$ cat src/rtl/uart_fifo_ctl_pkg.sv
package uart_fifo_ctl_pkg;

  typedef struct packed {
    logic       txClr;
    logic       rxClr;
    logic       txPushOk;
    logic       txPopOk;
    logic       rxPushOk;
    logic       rxPopOk;
    logic [1:0] trigSel;
    logic       fifoMode;
  } fifoStrobe_t;

  localparam int TX_EN_BIT = 2;
  localparam int RX_EN_BIT = 1;
  localparam int MODE_BIT  = 0;

  function automatic int unsigned trigBytes(input logic fifoMode, input logic [1:0] sel);
    if (!fifoMode) return 1;
    case (sel)
      2'b00:   return 1;
      2'b01:   return 4;
      2'b10:   return 8;
      default: return 14;
    endcase
  endfunction

endpackage

$ cat src/rtl/ufc_fifo.sv
module ufc_fifo #(
  parameter int WIDTH = 8,
  parameter int DEPTH = 16,
  localparam int AW = (DEPTH > 1) ? $clog2(DEPTH) : 1,
  localparam int CW = $clog2(DEPTH + 1)
) (
  input  logic             clk,
  input  logic             rst_n,
  input  logic             clr,
  input  logic             push,
  input  logic [WIDTH-1:0] pushData,
  input  logic             pop,
  output logic [WIDTH-1:0] popData,
  output logic [CW-1:0]    count,
  output logic             full,
  output logic             empty
);
  logic [WIDTH-1:0] mem [DEPTH];
  logic [AW-1:0] wrPtr, rdPtr;
  logic doPush, doPop;

  assign full    = (count == CW'(DEPTH));
  assign empty   = (count == '0);
  assign doPush  = push && !full;
  assign doPop   = pop && !empty;
  assign popData = mem[rdPtr];

  function automatic logic [AW-1:0] nextPtr(input logic [AW-1:0] p);
    return (p == AW'(DEPTH - 1)) ? '0 : p + 1'b1;
  endfunction

  always_ff @(posedge clk) begin
    if (!rst_n || clr) begin
      wrPtr <= '0;
      rdPtr <= '0;
      count <= '0;
    end else begin
      if (doPush) wrPtr <= nextPtr(wrPtr);
      if (doPop)  rdPtr <= nextPtr(rdPtr);
      if (doPush && !doPop)      count <= count + 1'b1;
      else if (doPop && !doPush) count <= count - 1'b1;
    end
  end

  always_ff @(posedge clk) begin
    if (doPush && !clr) mem[wrPtr] <= pushData;
  end
endmodule

$ cat src/rtl/ufc_ctl.sv
module ufc_ctl
  import uart_fifo_ctl_pkg::*;
(
  input  logic        clk,
  input  logic        rst_n,
  input  logic        ctlWrEn,
  input  logic [7:0]  ctlWrData,
  input  logic        txPush,
  input  logic        txPop,
  input  logic        rxPush,
  input  logic        rxPop,
  output fifoStrobe_t strb
);
  logic [1:0] trigSel;
  logic txEn, rxEn, fifoMode;

  always_ff @(posedge clk) begin
    if (!rst_n) begin
      trigSel  <= '0;
      txEn     <= 1'b0;
      rxEn     <= 1'b0;
      fifoMode <= 1'b0;
    end else if (ctlWrEn) begin
      trigSel  <= ctlWrData[7:6];
      txEn     <= ctlWrData[TX_EN_BIT];
      rxEn     <= ctlWrData[RX_EN_BIT];
      fifoMode <= ctlWrData[MODE_BIT];
    end
  end

  always_comb begin
    strb.txClr    = !txEn || (ctlWrEn && !ctlWrData[TX_EN_BIT]);
    strb.rxClr    = !rxEn || (ctlWrEn && !ctlWrData[RX_EN_BIT]);
    strb.txPushOk = txPush && txEn;
    strb.txPopOk  = txPop && txEn;
    strb.rxPushOk = rxPush && rxEn;
    strb.rxPopOk  = rxPop && rxEn;
    strb.trigSel  = trigSel;
    strb.fifoMode = fifoMode;
  end
endmodule

$ cat src/rtl/ufc_dp.sv
module ufc_dp
  import uart_fifo_ctl_pkg::*;
#(
  parameter int WIDTH = 8,
  parameter int DEPTH = 16,
  localparam int CW = $clog2(DEPTH + 1)
) (
  input  logic             clk,
  input  logic             rst_n,
  input  fifoStrobe_t      strb,
  input  logic [WIDTH-1:0] txPushData,
  input  logic [WIDTH-1:0] rxPushData,
  output logic [WIDTH-1:0] txPopData,
  output logic             txFull,
  output logic             txEmpty,
  output logic [WIDTH-1:0] rxPopData,
  output logic             rxFull,
  output logic             rxEmpty,
  output logic [CW-1:0]    rxCount,
  output logic             rxIrq,
  output logic             rxOverrun,
  output logic [7:0]       identData
);
  logic [CW-1:0] txCount;
  logic [CW-1:0] trigLvl;

  ufc_fifo #(.WIDTH(WIDTH), .DEPTH(DEPTH)) u_txFifo (
    .clk(clk), .rst_n(rst_n), .clr(strb.txClr),
    .push(strb.txPushOk), .pushData(txPushData),
    .pop(strb.txPopOk), .popData(txPopData),
    .count(txCount), .full(txFull), .empty(txEmpty)
  );

  ufc_fifo #(.WIDTH(WIDTH), .DEPTH(DEPTH)) u_rxFifo (
    .clk(clk), .rst_n(rst_n), .clr(strb.rxClr),
    .push(strb.rxPushOk), .pushData(rxPushData),
    .pop(strb.rxPopOk), .popData(rxPopData),
    .count(rxCount), .full(rxFull), .empty(rxEmpty)
  );

  always_ff @(posedge clk) begin
    if (!rst_n || strb.rxClr) rxOverrun <= 1'b0;
    else if (strb.rxPushOk && rxFull) rxOverrun <= 1'b1;
  end

  assign trigLvl   = CW'(trigBytes(strb.fifoMode, strb.trigSel));
  assign rxIrq     = (rxCount >= trigLvl);
  assign identData = {strb.fifoMode ? 2'b11 : 2'b00, 3'b000, rxIrq ? 3'b100 : 3'b001};
endmodule

$ cat src/rtl/uart_fifo_ctl.sv
module uart_fifo_ctl
  import uart_fifo_ctl_pkg::*;
(
  input  logic       clk,
  input  logic       rst_n,
  input  logic       ctlWrEn,
  input  logic [7:0] ctlWrData,
  output logic [7:0] identData,
  input  logic       txPush,
  input  logic [7:0] txPushData,
  input  logic       txPop,
  output logic [7:0] txPopData,
  output logic       txFull,
  output logic       txEmpty,
  input  logic       rxPush,
  input  logic [7:0] rxPushData,
  input  logic       rxPop,
  output logic [7:0] rxPopData,
  output logic       rxFull,
  output logic       rxEmpty,
  output logic [4:0] rxCount,
  output logic       rxIrq,
  output logic       rxOverrun
);
  localparam int DEPTH = 16;
  fifoStrobe_t strb;

  ufc_ctl u_ctl (
    .clk(clk), .rst_n(rst_n), .ctlWrEn(ctlWrEn), .ctlWrData(ctlWrData),
    .txPush(txPush), .txPop(txPop), .rxPush(rxPush), .rxPop(rxPop),
    .strb(strb)
  );

  ufc_dp #(.WIDTH(8), .DEPTH(DEPTH)) u_dp (
    .clk(clk), .rst_n(rst_n), .strb(strb),
    .txPushData(txPushData), .rxPushData(rxPushData),
    .txPopData(txPopData), .txFull(txFull), .txEmpty(txEmpty),
    .rxPopData(rxPopData), .rxFull(rxFull), .rxEmpty(rxEmpty),
    .rxCount(rxCount), .rxIrq(rxIrq), .rxOverrun(rxOverrun),
    .identData(identData)
  );
endmodule

$ cat config.mk
export PLATFORM = sky130hd
export DESIGN_NAME = uart_fifo_ctl
export DESIGN_NICKNAME = d
export VERILOG_FILES = /design/src/rtl/uart_fifo_ctl_pkg.sv /design/src/rtl/ufc_fifo.sv /design/src/rtl/ufc_ctl.sv /design/src/rtl/ufc_dp.sv /design/src/rtl/uart_fifo_ctl.sv
export SDC_FILE = /design/constraint.sdc
export NUM_CORES = 1
export LEC_CHECK = 0
export CAP_MARGIN = 20
export CORE_MARGIN = 2
export CORE_UTILIZATION = 64
export CTS_CLUSTER_SIZE = 30
export DETAILED_ROUTE_END_ITERATION = 12
export PLACE_DENSITY = 0.85
export SLEW_MARGIN = 20
export SYNTH_ARGS = -nofsm -noshare
export SYNTH_HDL_FRONTEND = slang
export SYNTH_SLANG_ARGS = --single-unit
export TNS_END_PERCENT = 100
$ cat constraint.sdc
create_clock -name clk -period 5.5 [get_ports clk]
set_input_delay 1.1 -clock clk [delete_from_list [all_inputs] [get_ports clk]]
set_output_delay 1.1 -clock clk [all_outputs]
set_load 0.02 [all_outputs]
; ---- Word-level counts from Yosys, hierarchy flattened
; Memory sizes are Yosys's and may differ from the RTL's. A register that Yosys moved wholly into a read port is not among the register bits.
; Cells that the tools add are included.
[totals]
n_memories = 2
output_inout_bits = 35
ramBits = 256
register_bits = 32
[memory_table]
columns = name, words, word_bits, rd, rd_ports_with_merged_regs, write_ports, line_no
row1 = u_dp.u_rxFifo.mem, 16, 8, 1, 1, 1, ufc_fifo.sv:18  ; logic [WIDTH-1:0] mem [DEPTH];
row2 = u_dp.u_txFifo.mem, 16, 8, 1, 1, 1, ufc_fifo.sv:18
[op_classes]
reduce_logical = 41
eq_ne = 8
n_lt_le_gt_ge = 1
n_mux = 20
add_sub_neg = 8
[ops]
columns = cell, n
row1 = 4-bit two-way mux, 8
row2 = 5-bit two-way mux, 5
row3 = 1-bit logical AND, 17
row4 = "4-bit by 1-bit adder with 4-bit output, second input constant", 4
row5 = "4-bit == test, second input constant", 4
row6 = 1-bit zero test, 15
row7 = 4-bit one-hot mux with 3 select lines, 1
row8 = "5-bit by 1-bit adder with 5-bit output, second input constant", 2
row9 = "5-bit == test, second input constant", 2
row10 = 5-bit zero test, 2
row11 = "5-bit by 1-bit subtractor with 5-bit output, second input constant", 2
row12 = 5-bit greater-or-equal comparator, 1
row13 = 1-bit logical OR, 4
row14 = 1-bit two-way mux, 4
row15 = 2-bit nonzero test, 2
row16 = 3-bit two-way mux, 1
row17 = "2-bit by 1-bit == test with 1-bit output, second input constant", 1
row18 = "2-bit == test, second input constant", 1
row19 = 2-bit zero test, 1
row20 = 2-bit two-way mux, 1

; ---- Logic depth before layout (Yosys ltp)
; Gate-level depths: netlist of the first run.
[logic_depth]
word_depth = 7
mapped_depth = 10
ltp_nobuf = 9

; ---- Modules after synthesis
; From an unflattened synthesis of the first run, not the netlist that was laid out.
[unflattened]
hier_cells = 687
area_unflattened_um2 = 12117.9
[modules_own_cells]
columns = module, n_inst, area_per_inst_um2, cells_each
row1 = ufc_fifo, 2, 5823.1, 318
row2 = ufc_ctl, 1, 239.0, 24
row3 = ufc_dp, 1, 232.7, 27

; ---- Least setup slack after synthesis of the first run
; Ideal clock, no wire load.
[synth_timing]
kind = input to register
startpoint = in rxPush
endpoint = reg u_dp.u_rxFifo.count[4]
path_stages = 9
setup_time_ns = 0.071
path_buffers = 0
setup_slack_ns = 2.309
arrival_time_ns = 3.120
cell_sequence = nand2_1 a21oi_1 ha_1 inv_1 fa_1 and3_1 or4_1 a21o_1 a21oi_1
[synth_via]
elab_chain_len = 5
word_cells_on_any_way = 7
classes_between = mux: 1 / reduce/logical: 6
[synth_rtl]
columns = item, line_no
row1 = start: declaration, uart_fifo_ctl.sv:15  ; input logic rxPush,
row2 = 1-bit logical AND *, ufc_ctl.sv:36  ; strb.rxPushOk = rxPush && rxEn;
row3 = 1-bit logical AND *, ufc_fifo.sv:24  ; assign doPush = push && !full;
row4 = net u_dp.u_rxFifo.doPush, ufc_fifo.sv:20  ; logic doPush, doPop;
row5 = 1-bit zero test, ufc_fifo.sv:41  ; else if (doPop && !doPush) count <= count - 1'b1;
row6 = 1-bit logical AND, ufc_fifo.sv:41
row7 = 2-bit nonzero test (no line), n/a
row8 = end signal: assignment, ufc_fifo.sv:40  ; if (doPush && !doPop) count <= count + 1'b1;
row9 = end signal: assignment, ufc_fifo.sv:41
row10 = end: declaration, ufc_fifo.sv:14  ; output logic [CW-1:0] count,
; Mark *: on every way through the listed nets, which the timed path passes. The rest lies on a longest branch.
; A chain may end at the register's enable or synchronous reset.

==> flow_results.org, run 1 <==
** Worst setup path
- Highest net fanout along the worst path :: 18
- Critical path data required time :: 4.40 ns
- The critical path in this run is classified as register to output port.
- The worst setup path is launched from a register.
- Bufs and invs on worst path :: 2
- Critical path capture point type :: output port
- Source of the worst register-to-register timing path :: u_dp.u_rxFifo.count[0]
- The largest individual stage delay along the critical path comes from the cell sky130_fd_sc_hd__dfxtp_2.
- Crit path DAT :: 3.19 ns
- Stage delay of the slowest cell on the critical path :: 0.75 ns
- Cell family with most CP delay :: buffers and inverters
- CP cell instances :: buf_4 > mux4_2 > a22oi_1 > nand2_1 > clkdlybuf4s50_1

** Clocking
- Clk buf depth :: 3
- The number of setup buffers added after CTS is 0.
- Hold repair after CTS inserted 0 buffers.
- CTS root buffer :: sky130_fd_sc_hd__clkbuf_16
- In this run the number of H-tree levels came out at 1.
- Num CTS Buffers :: 29
- Clock transition at path regs :: 0.06 ns
- Clock latency on the worst-skew pair, taken at its later pin, is 0.53 ns.
- Gates resized, CTS repair :: 0
- Clock tree synthesis found a total of 296 sinks.
- TritonCTS built the clock tree.

** GRT
- Largest net degree at the start of global routing :: 33
- Across every metal layer, demand over resource in global routing totals 24.46%.
- Via count of the first global-routing pass :: 6599
- The first global-routing pass estimated 37050 µm of wire.
- After global routing the overflow that remains totals 0.
- Initial antenna violation count :: 0

** Route
- After detailed routing, the number of remaining DRC violations is 0.
- The pre-antenna-repair detailed-routing pass consisted of 5 iterations.
- The first routing iteration left 537 violations.
- Wire length per cell :: 23.81 µm
- Via count :: 6397
- After detailed routing, the total wire length is 23690 µm.
- After detailed routing, the number of vias per cell comes to 6.429.
- Antenna viol nets, final :: 0

** Floorplan
- Total die area :: 19840 µm²
- For this design the top-level I/O count stands at 66.
- Horiz. Die Dim :: 140.8 µm
- The initialized floorplan defines 50 standard-cell rows.
- The die is 140.8 µm tall.
- The region available for standard cell placement spans 18520 µm².
- The initial utilization of the core area, before any placement, comes to 64.72%.

** Synthesis
- Mean instance size in the synthesized netlist :: 17.65 µm²
- Post-synthesis sequential area ratio :: 70.82%
- Counting flops with an async set or reset pin after synthesis yields a share of 0%.
- For this run, the leading register cell type out of synthesis is sky130_fd_sc_hd__edfxtp_1.
- Yosys mapped a number of flops with a built-in enable equal to 256.
- Counting flops and latches in the post-synthesis netlist gives 296.
- During synthesis, Yosys emitted a total of 0 warnings.
- Netlist cell types :: 50
- Netlist Area Pre-Place :: 11990 µm²
- Synthesis produced 679 cells.

** Finish
- Leaving out fill and tap cells, the most frequent cell in the layout is sky130_fd_sc_hd__edfxtp_1.
- Area growth syn-to-layout :: 14.15%
- Number of antenna cells inserted :: 0
- Filler Cells Inserted :: 1038
- For this run, the post-layout net count is 795.
- Fraction of final layout cells sized beyond drive strength 1 :: 16.56%
- In the layout the commonest cells are 256 x sky130_fd_sc_hd__edfxtp_1, 64 x sky130_fd_sc_hd__mux4_2, 58 x sky130_fd_sc_hd__clkdlybuf4s50_1.

** Power and ir drop
- For this design the static power due to leakage is 4.440 nW.
- Dividing total power by cell area gives a power density of 326.5 nW/µm².
- Across the VDD grid, the largest voltage drop is 336.5 µV.

** STA
- Clock Skews :: 0.007931 ns
- The count of pins over their slew limit came to 0.
- Count of final hold-check violations :: 0
- For the final routed database, the setup TNS stands at 0 ns.
- Slew margin rel. :: 39.04%
- Setup violations remaining at the end of the flow were counted as 0.
- Setup repair after global routing left no endpoint under its margin.
- At the pin with the least slew margin, the transition time is 0.9110 ns.
- Derived from the worst setup path, the maximum achievable clock frequency is 0.2332 GHz.
- Final critical-path required period :: 4.288 ns
- Setup slack on the critical path of the routed design comes to 1.212 ns.
- Of the available clock period, the critical path in the final layout requires 77.96%.

** Placed design
- After legalization and detailed placement, the total HPWL measured 14950 µm.
- Number of buffers inserted by port buffering :: 58
- DP Worst Slack :: 1.480 ns
- Final weighted congestion in routability-driven placement :: 0.8563

** Worst hold path
- The min-delay analysis places its worst path in the category register to register.
- In this run the most critical hold path is launched from u_dp.rxOverrun.

** Run
- Max-cap violations in this run came to 0.

** Status
- Result of the run :: finished clean
-- final timing paths --
path | to | slack (ns) | cells after the start
worst max-delay path | rxPopData[3] | 1.21 | 5
worst min-delay path | u_dp.rxOverrun | 0.50 | 2
worst max register to register | u_dp.u_rxFifo.count[4] | 2.32 | 9
worst min register to register | u_dp.rxOverrun | 0.50 | 2
-- cell usage after synthesis, types with 5 or more instances --
library cell | n | area share, %
sky130_fd_sc_hd__edfxtp_1 | 256 | 64
sky130_fd_sc_hd__mux4_2 | 64 | 12
sky130_fd_sc_hd__nor2_1 | 42 | 1.3
sky130_fd_sc_hd__dfxtp_1 | 40 | 6.7
sky130_fd_sc_hd__a22oi_1 | 32 | 2.0
sky130_fd_sc_hd__nand2_1 | 30 | 0.94
sky130_fd_sc_hd__ha_1 | 23 | 2.4
sky130_fd_sc_hd__clkbuf_1 | 19 | 0.60
sky130_fd_sc_hd__inv_1 | 18 | 0.56
sky130_fd_sc_hd__a21oi_1 | 15 | 0.63
sky130_fd_sc_hd__and2_1 | 13 | 0.68
sky130_fd_sc_hd__mux2i_1 | 12 | 1.0
sky130_fd_sc_hd__nor2b_1 | 11 | 0.57
sky130_fd_sc_hd__and3_1 | 9 | 0.47
sky130_fd_sc_hd__buf_2 | 7 | 0.29
sky130_fd_sc_hd__buf_4 | 7 | 0.44
sky130_fd_sc_hd__nand3_1 | 7 | 0.29
sky130_fd_sc_hd__a21o_1 | 5 | 0.31
sky130_fd_sc_hd__buf_1 | 5 | 0.16
sky130_fd_sc_hd__xnor2_1 | 5 | 0.37
-- tightest hold or removal path, stage by stage, from the launching register on --
cell and delay [ns]:
sky130_fd_sc_hd__dfxtp_1 0.35, sky130_fd_sc_hd__a31oi_1 0.05, sky130_fd_sc_hd__nor2_1 0.07
-- per-layer routing --
metal | global-route usage [%] | wire length [µm] | up-vias
met1 | 31.91 | 9219 | 3272
met4 | 8.368 | 767 | 0
met2 | 42.62 | 12390 | 250
li1 | - | - | 2817
met3 | 3.906 | 1305 | 58
met5 | 0 | 0 | -
-- state kept, by name, indices dropped and copies added (netlist names), 2 cells and up, named ones only --
name	cells
u_ctl.trigSel	2
u_dp.u_rxFifo.wrPtr	4
u_dp.u_txFifo.mem	128
u_dp.u_rxFifo.mem	128
u_dp.u_rxFifo.rdPtr	4
u_dp.u_txFifo.count	5
u_dp.u_txFifo.wrPtr	4
u_dp.u_rxFifo.count	5
u_dp.u_txFifo.rdPtr	4
-- stage by stage --
stage / utilization, % / hold slack [ns] / instance area [µm²] / cells / total power (W)
floorplan: - / 0.4727 / 12000 / 682 / 0.002540
global placement: 68.80 / 0.4882 / 12740 / 942 / 0.002595
global route: 73.88 / 0.5399 / 13680 / 995 / 0.004575
detailed placement: 68.82 / 0.4955 / 12740 / 942 / 0.002602
CTS: 73.88 / 0.5122 / 13680 / 995 / 0.004490
finish: 73.88 / 0.4987 / 13680 / 995 / 0.004467
-- where the power goes --
| group | internal, W | switching, W |
|---|---|---|
| clock | 0.00113 | 0.000785 |
| combinational | 0.0000434 | 0.0000657 |
| sequential | 0.00244 | 0.00000494 |
-- layout make-up --
class	count	area [µm²]	share of cell area [%]
clock buffer	44	863.3	6.311
timing repair buffer	64	625.6	4.573
inverter	18	67.56	0.4939
tap	234	292.8	2.140
clock inverter	9	73.82	0.5396
multi-input combinational	330	3263	23.85
sequential	296	8494	62.09
-- logic make-up after synthesis --
group,after synthesis,share of synthesized area (%)
other,1,0.03129
multiplexers,76,13.03
adder cells (fa/ha/maj),25,2.735
buffers and inverters,56,2.046
flip-flops,296,70.82
AO/OA/AOI/OAI,80,4.948
XOR/XNOR,9,0.6576
AND/OR/NAND/NOR,136,5.731
Power figures use the tool's default switching activity.
==> inputs of run 2 (changes only) <==
- CORE_UTILIZATION: 64 -> 54
- PLACE_DENSITY: 0.85 -> 0.76
- clock period: 5.5 -> 3.6 ns (I/O delays scaled with it)
==> flow_results.org, run 2 (synthesis results as in run 1) <==
** Status
- The flow ran to the end, and the final reports show no timing, DRC or antenna violations.

** Clocking
- Buffers inserted to repair hold after CTS numbered 0.
- Clock network latency to the later pin of the worst-skew pair :: 0.53 ns
- Htree depth :: 1
- Clock transition at path regs :: 0.06 ns
- Once the clock tree was built, the setup fixing pass inserted 0 buffers.
- CTS tree :: built
- For this design, the sink count on the clock tree is 296.
- In this run the deepest clock path goes through 3 buffers.
- Num CTS Buffers :: 29
- The tree is rooted in a sky130_fd_sc_hd__clkbuf_16.
- In this run, post-CTS repair resized a total of 0 instances.

** GRT
- In the global route stage, overall resource usage came out at 19.85%.
- Initial antenna violation count :: 0
- Entering global routing, the biggest net connects 33 pins.
- Total congestion overflow :: 0
- The number of global-route vias before repair is 6544.
- The first global-routing pass estimated 36540 µm of wire.

** Finish
- Registers with the most flip-flops :: u_dp.u_rxFifo.mem x128, u_dp.u_txFifo.mem x128
- Fraction of final layout cells sized beyond drive strength 1 :: 16.97%
- Leaving out fill and tap cells, the most frequent cells in the layout are 256 x sky130_fd_sc_hd__edfxtp_1, 64 x sky130_fd_sc_hd__mux4_2, 57 x sky130_fd_sc_hd__clkdlybuf4s50_1.
- Relative to the synthesized area, the layout overhead comes to 15.20%.
- Final nets :: 807
- Most common cell after layout, fill and taps aside :: sky130_fd_sc_hd__edfxtp_1
- The repair_antennas step left the layout with diodes totalling 0.
- Filler Cells Inserted :: 1458

** Route
- Drc violations :: 0
- For this block, the initial DRC count from the detailed router was 404.
- Wire length per cell :: 21.80 µm
- Antenna viol nets, final :: 0
- In the routed layout, each cell is associated on average with a via count of 6.015.
- Final wirelength :: 22930 µm
- Detailed Routing Iterations Pass 1 :: 4
- Via count :: 6328

** STA
- Post-route fraction of the period consumed by the critical path :: 95.84%
- On the final layout, the worst hold slack is 0.5033 ns.
- At the pin with the least slew margin, the transition time is 0.8454 ns.
- Total count of max-transition violations in the final report :: 0
- Unrepaired setup endpoints after global routing :: false
- Slew margin rel. :: 43.43%
- Max Clk Rate :: 0.2899 GHz
- Clock Skews :: 0.008927 ns
- Final count of negative-setup-slack endpoints :: 0
- Count of final hold-check violations :: 0
- For the final routed database, the setup TNS stands at 0 ns.
- Subtracting the final worst setup slack from the clock period gives 3.450 ns.

** Worst setup path
- At the worst endpoint, the required time is 2.88 ns.
- Among all stages on the critical path, the largest delay is contributed by sky130_fd_sc_hd__clkdlybuf4s50_1.
- Walking the worst path, the cells encountered are o21ai_0 > ha_1 > nand2b_1 > a21o_1 > a21o_1 > a211o_1 > clkdlybuf4s50_1.
- Critical path capture point type :: output port
- Counting both buffers and inverters, the worst setup path holds a total of 1.
- The cell that appears most often on the critical path is sky130_fd_sc_hd__a21o_1.
- Kind of start point of the critical path :: register
- Crit path DAT :: 2.73 ns
- On the critical path the largest part of the delay comes from compound AO/OA/AOI/OAI gates.
- Critical Setup Path Class :: register to output port
- Stage delay of the slowest cell on the critical path :: 0.54 ns
- Highest net fanout along the worst path :: 7

** Power and ir drop
- IR analysis of the VDD net gives a maximum drop of 337.8 µV.
- Power per cell area :: 487.9 nW/µm²
- For this design the static power due to leakage is 4.468 nW.

** Placed design
- Detailed placer's ending HPWL :: 14860 µm
- Final weighted congestion in routability-driven placement :: 0.7795
- Number of buffers inserted by port buffering :: 58

** Worst hold path
- Class of the tightest hold or removal check :: register to register

** Run
- Max-cap check violation count :: 0

** Floorplan
- The floorplan step set the die height to 153.0 µm.
- Measured along the x axis, the die boundary spans 153.0 µm.
- Number of top-level pins :: 66
- After floorplanning, the core was divided into 54 placement rows.
- Total core area :: 21820 µm²
- Total die area :: 23400 µm²
- Once the floorplan was initialized, standard cells occupied 54.92% of the core.
==> run 2: path summary, 6_finish.rpt <==
| path | endpoint | depth (start not counted) | slack [ns] | startpoint |
|---|---|---|---|---|
| worst max register to register | u_dp.u_rxFifo.count[4] | 9 | 0.46 | u_dp.u_rxFifo.count[0] |
| worst min register to register | u_dp.rxOverrun | 2 | 0.50 | u_dp.rxOverrun |
| worst min-delay path | u_dp.rxOverrun | 2 | 0.50 | u_dp.rxOverrun |
| worst max-delay path | identData[2] | 7 | 0.15 | u_ctl.fifoMode |
==> run 2: stage by stage <==
step | util [%] | setup WS [ns] | cell area [µm²] | total power (W) | instances
2_1_floorplan | - | 0.6393 | 12000 | 0.003880 | 682
3_3_place_gp | 59.17 | 0.3604 | 12910 | 0.003965 | 1000
3_5_place_dp | 59.17 | 0.3008 | 12910 | 0.003974 | 1000
4_1_cts | 63.26 | 0.04059 | 13800 | 0.006788 | 1052
5_1_grt | 63.27 | 0.02102 | 13810 | 0.006924 | 1052
6_report | 63.27 | 0.1499 | 13810 | 0.006736 | 1052
==> run 2: where the power goes <==
| group | internal (W) | total [W] | switching [W] |
|---|---|---|---|
| Combinational | 0.0000670 | 0.000163 | 0.0000958 |
| Clock | 0.00162 | 0.00284 | 0.00122 |
| Sequential | 0.00373 | 0.00374 | 0.00000750 |
==> run 2: layer usage <==
metal / vias up / global-route usage [%] / share of wire (%)
li1: 2843 / - / -
met1: 3222 / 28.01 / 42
met2: 224 / 32.93 / 50
met3: 39 / 3.176 / 5.6
met4: 0 / 5.071 / 1.7
met5: - / 0 / 0
==> run 2: cell type report <==
type	count	area, µm²	share of cell area (%)
sequential	296	8491	61.50
multi-input combinational	330	3263	23.63
clock buffer	35	748.2	5.419
timing repair buffer	76	743.2	5.383
tap	280	350.3	2.537
clock inverter	17	143.9	1.042
inverter	18	67.56	0.4894
==> run 2: worst min-delay path, cell delays in order, from the launching register on <==
cell and delay (ns):
sky130_fd_sc_hd__dfxtp_1 0.35, sky130_fd_sc_hd__a31oi_1 0.05, sky130_fd_sc_hd__nor2_1 0.07
